==> src/rtl/dpseq_pkg.sv <==
package dpseq_pkg;
  typedef enum logic [1:0] {
    CYC_IDLE = 2'b00,
    CYC_INT  = 2'b01,
    CYC_SEQ  = 2'b10,
    CYC_NSEQ = 2'b11
  } cyc_e;

  typedef enum logic [2:0] {
    ST_IDLE  = 3'd0,
    ST_INT   = 3'd1,
    ST_FETCH = 3'd2,
    ST_REF1  = 3'd3,
    ST_REF2  = 3'd4
  } state_e;
endpackage

==> src/rtl/dpseq_ctrl.sv <==
module dpseq_ctrl
  import dpseq_pkg::*;
(
  input  logic clk,
  input  logic rst_n,
  input  logic start_i,
  input  logic reg_shift_i,
  input  logic pc_write_i,
  output logic accept_o,
  output logic busy_o,
  output logic done_o,
  output logic refill_o,
  output cyc_e cyc_o
);
  state_e st_q, st_d;
  logic   pw_q;

  // final cycle of the instruction in flight
  always_comb begin
    done_o = (st_q == ST_FETCH && !pw_q) || (st_q == ST_REF2);
  end

  assign busy_o   = (st_q != ST_IDLE);
  assign accept_o = start_i && (!busy_o || done_o);
  assign refill_o = (st_q == ST_REF1);

  always_comb begin
    st_d = st_q;
    if (accept_o) begin
      st_d = reg_shift_i ? ST_INT : ST_FETCH;
    end else begin
      case (st_q)
        ST_IDLE:  st_d = ST_IDLE;
        ST_INT:   st_d = ST_FETCH;
        ST_FETCH: st_d = pw_q ? ST_REF1 : ST_IDLE;
        ST_REF1:  st_d = ST_REF2;
        ST_REF2:  st_d = ST_IDLE;
        default:  st_d = ST_IDLE;
      endcase
    end
  end

  always_ff @(posedge clk or negedge rst_n) begin
    if (!rst_n) begin
      st_q <= ST_IDLE;
      pw_q <= 1'b0;
    end else begin
      st_q <= st_d;
      if (accept_o) pw_q <= pc_write_i;
    end
  end

  always_comb begin
    case (st_q)
      ST_INT:   cyc_o = CYC_INT;
      ST_FETCH: cyc_o = CYC_SEQ;
      ST_REF1:  cyc_o = CYC_NSEQ;
      ST_REF2:  cyc_o = CYC_SEQ;
      default:  cyc_o = CYC_IDLE;
    endcase
  end

  // without a new start, the done cycle is followed by idle
  p_done_single_r8: assert property (@(posedge clk) disable iff (!rst_n)
    done_o && !start_i |=> !done_o && !busy_o);

  // a mid-instruction cycle always leads to another busy cycle
  p_mid_keeps_busy_r2: assert property (@(posedge clk) disable iff (!rst_n)
    busy_o && !done_o |=> busy_o);

  // the internal cycle is followed by the first sequential fetch
  p_int_then_seq_r4: assert property (@(posedge clk) disable iff (!rst_n)
    cyc_o == CYC_INT |=> cyc_o == CYC_SEQ && !refill_o);

  // the refill fetch is followed by the final sequential fetch
  p_refill_then_last_r7: assert property (@(posedge clk) disable iff (!rst_n)
    refill_o |=> cyc_o == CYC_SEQ && done_o && !refill_o);

  // idle means no done and no refill
  p_idle_quiet_r1: assert property (@(posedge clk) disable iff (!rst_n)
    !busy_o |-> !done_o && !refill_o && cyc_o == CYC_IDLE);
endmodule

==> src/rtl/dpseq_pcgen.sv <==
module dpseq_pcgen #(
  parameter int ADDR_W    = 32,
  parameter int AHEAD_IMM = 8,
  parameter int AHEAD_REG = 12
) (
  input  logic              clk,
  input  logic              rst_n,
  input  logic              accept_i,
  input  logic              reg_shift_i,
  input  logic [ADDR_W-1:0] addr_i,
  input  logic              busy_i,
  input  logic              done_i,
  output logic [ADDR_W-1:0] pc_o
);
  localparam logic [ADDR_W-1:0] OFF_IMM = ADDR_W'(AHEAD_IMM);
  localparam logic [ADDR_W-1:0] OFF_REG = ADDR_W'(AHEAD_REG);

  logic [ADDR_W-1:0] pc_q;

  always_ff @(posedge clk or negedge rst_n) begin
    if (!rst_n) begin
      pc_q <= '0;
    end else if (accept_i) begin
      pc_q <= addr_i + (reg_shift_i ? OFF_REG : OFF_IMM);
    end
  end

  assign pc_o = pc_q;

  // the operand value is held across the whole instruction
  p_pc_hold_r9: assert property (@(posedge clk) disable iff (!rst_n)
    busy_i && !done_i |=> $stable(pc_o));
endmodule

==> src/rtl/dp_cycle_seq.sv <==
module dp_cycle_seq
  import dpseq_pkg::*;
#(
  parameter int ADDR_W    = 32,
  parameter int AHEAD_IMM = 8,
  parameter int AHEAD_REG = 12
) (
  input  logic              clk,
  input  logic              rst_n,
  input  logic              start_i,
  input  logic              reg_shift_i,
  input  logic              pc_write_i,
  input  logic [ADDR_W-1:0] instr_addr_i,
  output logic              busy_o,
  output logic [1:0]        cyc_type_o,
  output logic              refill_o,
  output logic              done_o,
  output logic [ADDR_W-1:0] pc_operand_o
);
  logic accept;
  cyc_e cyc;

  dpseq_ctrl u_ctrl (
    .clk         (clk),
    .rst_n       (rst_n),
    .start_i     (start_i),
    .reg_shift_i (reg_shift_i),
    .pc_write_i  (pc_write_i),
    .accept_o    (accept),
    .busy_o      (busy_o),
    .done_o      (done_o),
    .refill_o    (refill_o),
    .cyc_o       (cyc)
  );

  dpseq_pcgen #(
    .ADDR_W    (ADDR_W),
    .AHEAD_IMM (AHEAD_IMM),
    .AHEAD_REG (AHEAD_REG)
  ) u_pcgen (
    .clk         (clk),
    .rst_n       (rst_n),
    .accept_i    (accept),
    .reg_shift_i (reg_shift_i),
    .addr_i      (instr_addr_i),
    .busy_i      (busy_o),
    .done_i      (done_o),
    .pc_o        (pc_operand_o)
  );

  assign cyc_type_o = cyc;

  // a start taken in the done cycle keeps the block busy next clock
  p_back_to_back_r10: assert property (@(posedge clk) disable iff (!rst_n)
    done_o && start_i |=> busy_o);
endmodule

==> config.mk <==
export PLATFORM = sky130hd
export DESIGN_NAME = dp_cycle_seq
export DESIGN_NICKNAME = d
export VERILOG_FILES = /design/src/rtl/dpseq_pkg.sv /design/src/rtl/dpseq_ctrl.sv /design/src/rtl/dpseq_pcgen.sv /design/src/rtl/dp_cycle_seq.sv
export SDC_FILE = /design/constraint.sdc
export NUM_CORES = 1
export LEC_CHECK = 0
export ABC_AREA = 1
export CAP_MARGIN = 10
export CORE_UTILIZATION = 29
export CTS_BUF_LIST = sky130_fd_sc_hd__clkbuf_4
export CTS_CLUSTER_DIAMETER = 80
export DETAILED_ROUTE_END_ITERATION = 10
export PLACE_DENSITY = 0.52
export SETUP_SLACK_MARGIN = 0.5
export SYNTH_ARGS = -nofsm -noshare
export SYNTH_HDL_FRONTEND = slang
export SYNTH_SLANG_ARGS = --single-unit
==> constraint.sdc <==
create_clock -name clk -period 2.9 [get_ports clk]
set_input_delay 0.58 -clock clk [delete_from_list [all_inputs] [get_ports clk]]
set_output_delay 0.58 -clock clk [all_outputs]
set_load 0.02 [all_outputs]
==> results.ini, run 1 <==
[status]
outcome=complete, no violations

[sta]
finalSetupViolCount=0
skew_ns=0.00664
fin_hold_ws_ns=0.328
worstMarginPinSlew_ns=0.853
finalHoldViolCount=0
finalCriticalPeriod_ns=2.26
min_period_over_period=0.778
relSlewSlack=0.432
finalMaxSlewViolations=0
fmax_mhz=443
setup_tns_ns=0
rsz0062_at_grt=no

[finish]
diodes=0
drive_gt1_frac=0.0566
final_nets=462
area_growth_pct=38.8
fillers=799
seq_area_sq_um=901
utilization=0.427
multi_input_comb_area_sq_um=1220
finalInstanceArea_sq_um=3160

[drt]
wirelength_um=6640
drt-pass1-iter-count=4
via_count=2296
ant_nets=0
drc=0
drt_iter0_drc=110
wl_per_cell_um=12.7
viasPerCell=4.39

[logic_synthesis]
ys_seq_elements=36
syn_avg_cell_area_sq_um=6.55
synth_cells=348
ys_seq_area_frac=0.395
synth_cell_types=23
syn_nets=387
yosys_warnings=0
syn_area_sq_um=2280

[hold_path]
hp-class=in -> async

[die]
die_y_um=90.6
fp.dieArea_sq_um=8210
ios=74
core_sq_um=7410
fp.dieW_um=90.6
start_util=0.308
rows=31

[cts]
clkSinkCount=36
clk_pin_slew_ns=0.11
cts_tree=done
h-tree-depth=2
numCtsBuffers=5
clk_latency_ns=0.35
clock_path_buffers=2
postCtsHoldBufs=0
clockRootBuffer=clkbuf_4

[global_route]
gr-total-overflow=0
grt_pass1_vias=2204
grt_pass1_wl_um=11000
grt_max_degree=42
grtUsageTotal=0.171
antenna_found_initial=0

[power]
power_w=0.00256
power_density_nw_per_um2=810
p_leak_nw=1.53
max-vdd-ir-drop_uv=309

[critical_path]
cp.depth=4
path_delay_family=buffers and inverters
end_kind=output pin
path_buf_inv=1
crit_path_top_delay_cell=clkdlybuf4s50_1
crit_required_ns=2.32
r2r_cells=8
critical_path_peak_fanout=4
crit_type=reg -> out
cp_cell_sequence=nor2_1 > nand3_1 > nand2_1 > clkdlybuf4s50_1
crit_arrival_ns=1.68
cp-start-kind=flip-flop
slowest_delay_ns=0.59

[place]
place_hpwl_um=5060
port_buffers=73
place_congestion=0.831
dpl-instance-area_sq_um=3100

[flow_run]
maxCapViolCount=0

cell usage after synthesis:
library cell  count  area (sq um)
a21boi_0          1          7.51
ha_1              2          25.0
nand2_1         164           616
dfrtp_1          36           901
or2_2             1          6.26
nor3_1            1          5.00
clkbuf_1          1          3.75
nand2_2           4          25.0
nand3_1          20           100
nand3b_1          1          7.51
buf_2             3          15.0
o21bai_1          1          7.51
xor2_1           11          96.3
o21ai_0           8          40.0
buf_4             2          15.0
nor2_2            4          25.0
nor2_4            5          56.3
a21oi_1           1          5.00
o21ai_1           2          10.0
inv_1            32           120
xnor2_1           2          17.5
clkinv_2          1          5.00
nor2_1           45           169
worst paths after layout:
check | start | endpoint | slack [ns]
min in group clk | u_pcgen.pc_o[23] | u_pcgen.pc_o[23] | 0.49
max in group asynchronous | rst_n | u_pcgen.pc_o[17] | 2.04
setup reg to reg | u_ctrl.st_q[1] | u_ctrl.st_q[1] | 1.31
setup / recovery | u_ctrl.st_q[2] | done_o | 0.64
hold reg to reg | u_pcgen.pc_o[23] | u_pcgen.pc_o[23] | 0.49
hold / removal | rst_n | u_ctrl.st_q[2] | 0.33
final cells by class:
cell class	count	area share
tap	99	0.0392
clock inverter	2	0.00356
multi-input combinational	273	0.385
inverter	33	0.0396
sequential	36	0.285
clock buffer	6	0.0142
timing repair buffer	74	0.233
report_power, final:
group	internal [W]	leakage [nW]	total, W	switching, W
sequential	0.000739	0.446	0.000878	0.000138
combinational	0.000628	1.06	0.00141	0.000777
clock	0.000102	0.0293	0.000279	0.000178
worst register-to-register path, delay by kind of cell (launching register included):
kind | cells | cell delay (ns)
DFF | 1 | 0.39
and+or+nand+nor | 5 | 0.53
buffers and inverters | 2 | 0.42
AOI/OAI and AO/OA | 1 | 0.18
metal layers:
layer  GRT usage  up-vias  part of all wire
li1            -     1199                 -
met1       0.229     1033              0.49
met2       0.279       55              0.45
met3      0.0337        9             0.041
met4      0.0497        0             0.019
met5           0        -                 0
layout by cell type (no fill, tap or decap), drive strengths merged, types with 6 or more instances in the layout:
| master | n |
|---|---|
| o21ai | 10 |
| dfrtp | 36 |
| xor2 | 11 |
| clkdlybuf4s50 | 70 |
| nor2 | 54 |
| nand3 | 20 |
| inv | 32 |
| clkbuf | 6 |
| nand2 | 168 |
metrics by stage:
| step | setup WS, ns | instances |
|---|---|---|
| 6_report | 0.643 | 523 |
| 5_1_grt | 0.540 | 523 |
| 4_1_cts | 0.568 | 523 |
| 3_5_place_dp | 0.524 | 515 |
| 3_3_place_gp | 0.566 | 515 |
| 2_1_floorplan | 1.21 | 348 |
sequential cells by signal (all words and copies together) (netlist names):
| signal | count |
|---|---|
| u_ctrl.st_q | 3 |
| u_ctrl.pw_q | 1 |
| u_pcgen.pc_o | 32 |
logic make-up after synthesis:
group,Yosys count,share of synthesized area
AOI/OAI and AO/OA,13,0.0308
and+or+nand+nor,245,0.443
buffers and inverters,39,0.0697
xor gates and xnor gates,13,0.0500
adders and majority gates,2,0.0110
DFF,36,0.395
timing repair:
item | CTS | global route
buffers inserted | 0 | 0
setup endpoints to repair | 0 | 2
gates resized for setup | 0 | 2
(Power assumes the default switching activity.)
==> inputs of run 2 (changes only) <==
clock period = 2.35 ns   (was 2.9 ns; I/O delays follow)
==> run 2 against run 1 <==
  * Setup slack worse by 0.13 ns
  * Die area stayed put
  * Largest cell class unchanged
  * Final cell count is 0.38% higher
==> results.ini, run 2 (synthesized netlist as in run 1, its figures left out) <==
[drt]
wirelength_um=6660  ; +0.29%
drt_iter0_drc=81  ; -26%
via_count=2286  ; -0.44%
ant_nets=0  ; unchanged
drt-pass1-iter-count=4  ; unchanged
drc=0  ; unchanged
wl_per_cell_um=12.7  ; about the same
viasPerCell=4.35  ; -0.81%

[finish]
drive_gt1_frac=0.0939  ; +0.0373
area_growth_pct=42.3
final_common_cell=nand2_1
final_nets=464  ; +0.43%
largest_reg_flops=32  ; unchanged
final_cell_mix=162 x nand2_1, 56 x clkdlybuf4s50_1, 39 x nor2_1, 36 x dfrtp_1, 31 x inv_1
finalNonFillerCells=525  ; +0.38%
diodes=0  ; unchanged
finalInstanceArea_sq_um=3240  ; +2.5%

[sta]
fmax_mhz=544
relSlewSlack=0.438  ; +0.00615
finalCriticalPeriod_ns=1.84
worstMarginPinSlew_ns=0.843  ; -0.00923 ns
finalMaxSlewViolations=0  ; unchanged
rsz0062_at_grt=yes
skew_ns=0.00300  ; -0.00364 ns
finalHoldViolCount=0  ; unchanged
min_period_over_period=0.782
setup_tns_ns=0  ; unchanged
finalSetupViolCount=0  ; unchanged

[critical_path]
slowest_delay_ns=0.41  ; -0.18 ns
end_kind=output pin
crit_type=reg -> out
crit_required_ns=1.88  ; -0.44 ns
crit_path_top_delay_cell=dfrtp_1
cp_cell_sequence=nor2_1 > inv_1 > or2_2 > clkbuf_2
critical_path_peak_fanout=3  ; -1
crit_arrival_ns=1.37  ; -0.31 ns
cp-start-kind=flip-flop

[flow_run]
maxCapViolCount=0  ; unchanged

[power]
power_density_nw_per_um2=994  ; +23%
p_clk_frac=0.137  ; +0.028
p_int_w=0.00186  ; +27%
max-vdd-ir-drop_uv=320  ; +3.6%
p_switching_w=0.00136  ; +24%
p_leak_nw=1.65  ; +7.7%
pwr-share-seq=0.335  ; -0.008
pwr-share-comb=0.528  ; -0.020
swShare=0.422  ; -0.00417

[place]
dpl-instance-area_sq_um=3110  ; +0.24%
dp.cells=516  ; +0.19%
place_hpwl_um=5070  ; +0.26%
port_buffers=73  ; unchanged
place_congestion=0.827  ; -0.49%

[global_route]
grtUsageTotal=0.172  ; +0.000711
grt_pass1_wl_um=11100  ; +1.0%
antenna_found_initial=0  ; unchanged
grt_max_degree=42  ; unchanged
gr-total-overflow=0  ; unchanged
grt_pass1_vias=2254  ; +2.3%

[cts]
clk_latency_ns=0.35  ; about the same
clock_path_buffers=2  ; unchanged
clkSinkCount=36  ; unchanged
clockRootBuffer=clkbuf_4
h-tree-depth=2  ; unchanged
numCtsBuffers=5  ; unchanged
clk_pin_slew_ns=0.11  ; about the same
cts_tree=done

[die]
die_y_um=90.6  ; unchanged
rows=31  ; unchanged
core_sq_um=7410  ; unchanged
fp.dieArea_sq_um=8210  ; unchanged
start_util=0.308  ; unchanged
ios=74  ; unchanged
fp.dieW_um=90.6  ; unchanged

[status]
outcome=complete, no violations

[hold_path]
hp-class=in -> async

[run 2: changes by cell type in the layout (fill, tap and decap cells not counted), moves of 4 or more]
| cell | change |
|---|---|
| nor2_1 | -6 |
| clkdlybuf4s50_1 | -14 |
| dlymetal6s2s_1 | +7 |
| nor2_2 | +4 |
[run 2: path summary, 6_finish.rpt]
kind	end	cells after the start	slack, ns	start
min in group clk	u_ctrl.st_q[0]	3	0.46	reg_shift_i
worst max register to register	u_pcgen.pc_o[9]	9	0.82	u_ctrl.st_q[1]
worst max-delay path	busy_o	4	0.51	u_ctrl.st_q[0]
worst min register to register	u_pcgen.pc_o[19]	2	0.49	u_pcgen.pc_o[19]
max in group asynchronous	u_pcgen.pc_o[2]	1	1.61	rst_n
worst min-delay path	u_ctrl.st_q[2]	1	0.21	rst_n
[run 2: cell type report]
class / count / area [sq um]
clock buffers: 5 / 37.5
clock inverters: 3 / 37.5
fillers: 776 / 4170
inverters: 33 / 125
multi-input cells: 273 / 1270
flip-flops and latches: 36 / 901
well taps: 99 / 124
repair buffers: 76 / 748
[run 2: critical path, delay by kind of cell (launching register included)]
kind,cells,cell delay (ns)
buf+inv,2,0.21
flops,1,0.41
simple gates,2,0.39
[run 2: repair_timing]
item                                    4_1_cts  5_1_grt
gates resized for setup                      15       27
pin swaps                                     1        4
hold buffers                                  0        0
setup buffers                                 0        1
endpoints found under the setup margin       13       26
[run 2: power by group through the flow]
stage | logic (W) | registers, W | clock network, W
floorplan | 0.000617 | 0.00140 | 0
global placement | 0.00177 | 0.00110 | 0
detailed placement | 0.00177 | 0.00109 | 0
CTS | 0.00174 | 0.00109 | 0.000460
global route | 0.00186 | 0.00112 | 0.000487
finish | 0.00170 | 0.00108 | 0.000440
[run 2: metrics by stage]
stage	power, W	setup slack, ns	hold slack, ns	utilization
floorplan	0.00201	0.772	0.174	-
global placement	0.00287	0.125	0.463	0.420
detailed placement	0.00287	0.0517	0.464	0.420
CTS	0.00328	0.335	0.238	0.430
global route	0.00346	0.419	0.282	0.438
finish	0.00322	0.512	0.212	0.438
[run 2: metal layers]
| layer | routed length (um) | GRT usage | vias up |
|---|---|---|---|
| met5 | 0 | 0 | - |
| met4 | 119 | 0.0659 | 0 |
| met3 | 315 | 0.0379 | 11 |
| met2 | 2910 | 0.262 | 58 |
| met1 | 3310 | 0.236 | 1008 |
| li1 | - | - | 1209 |
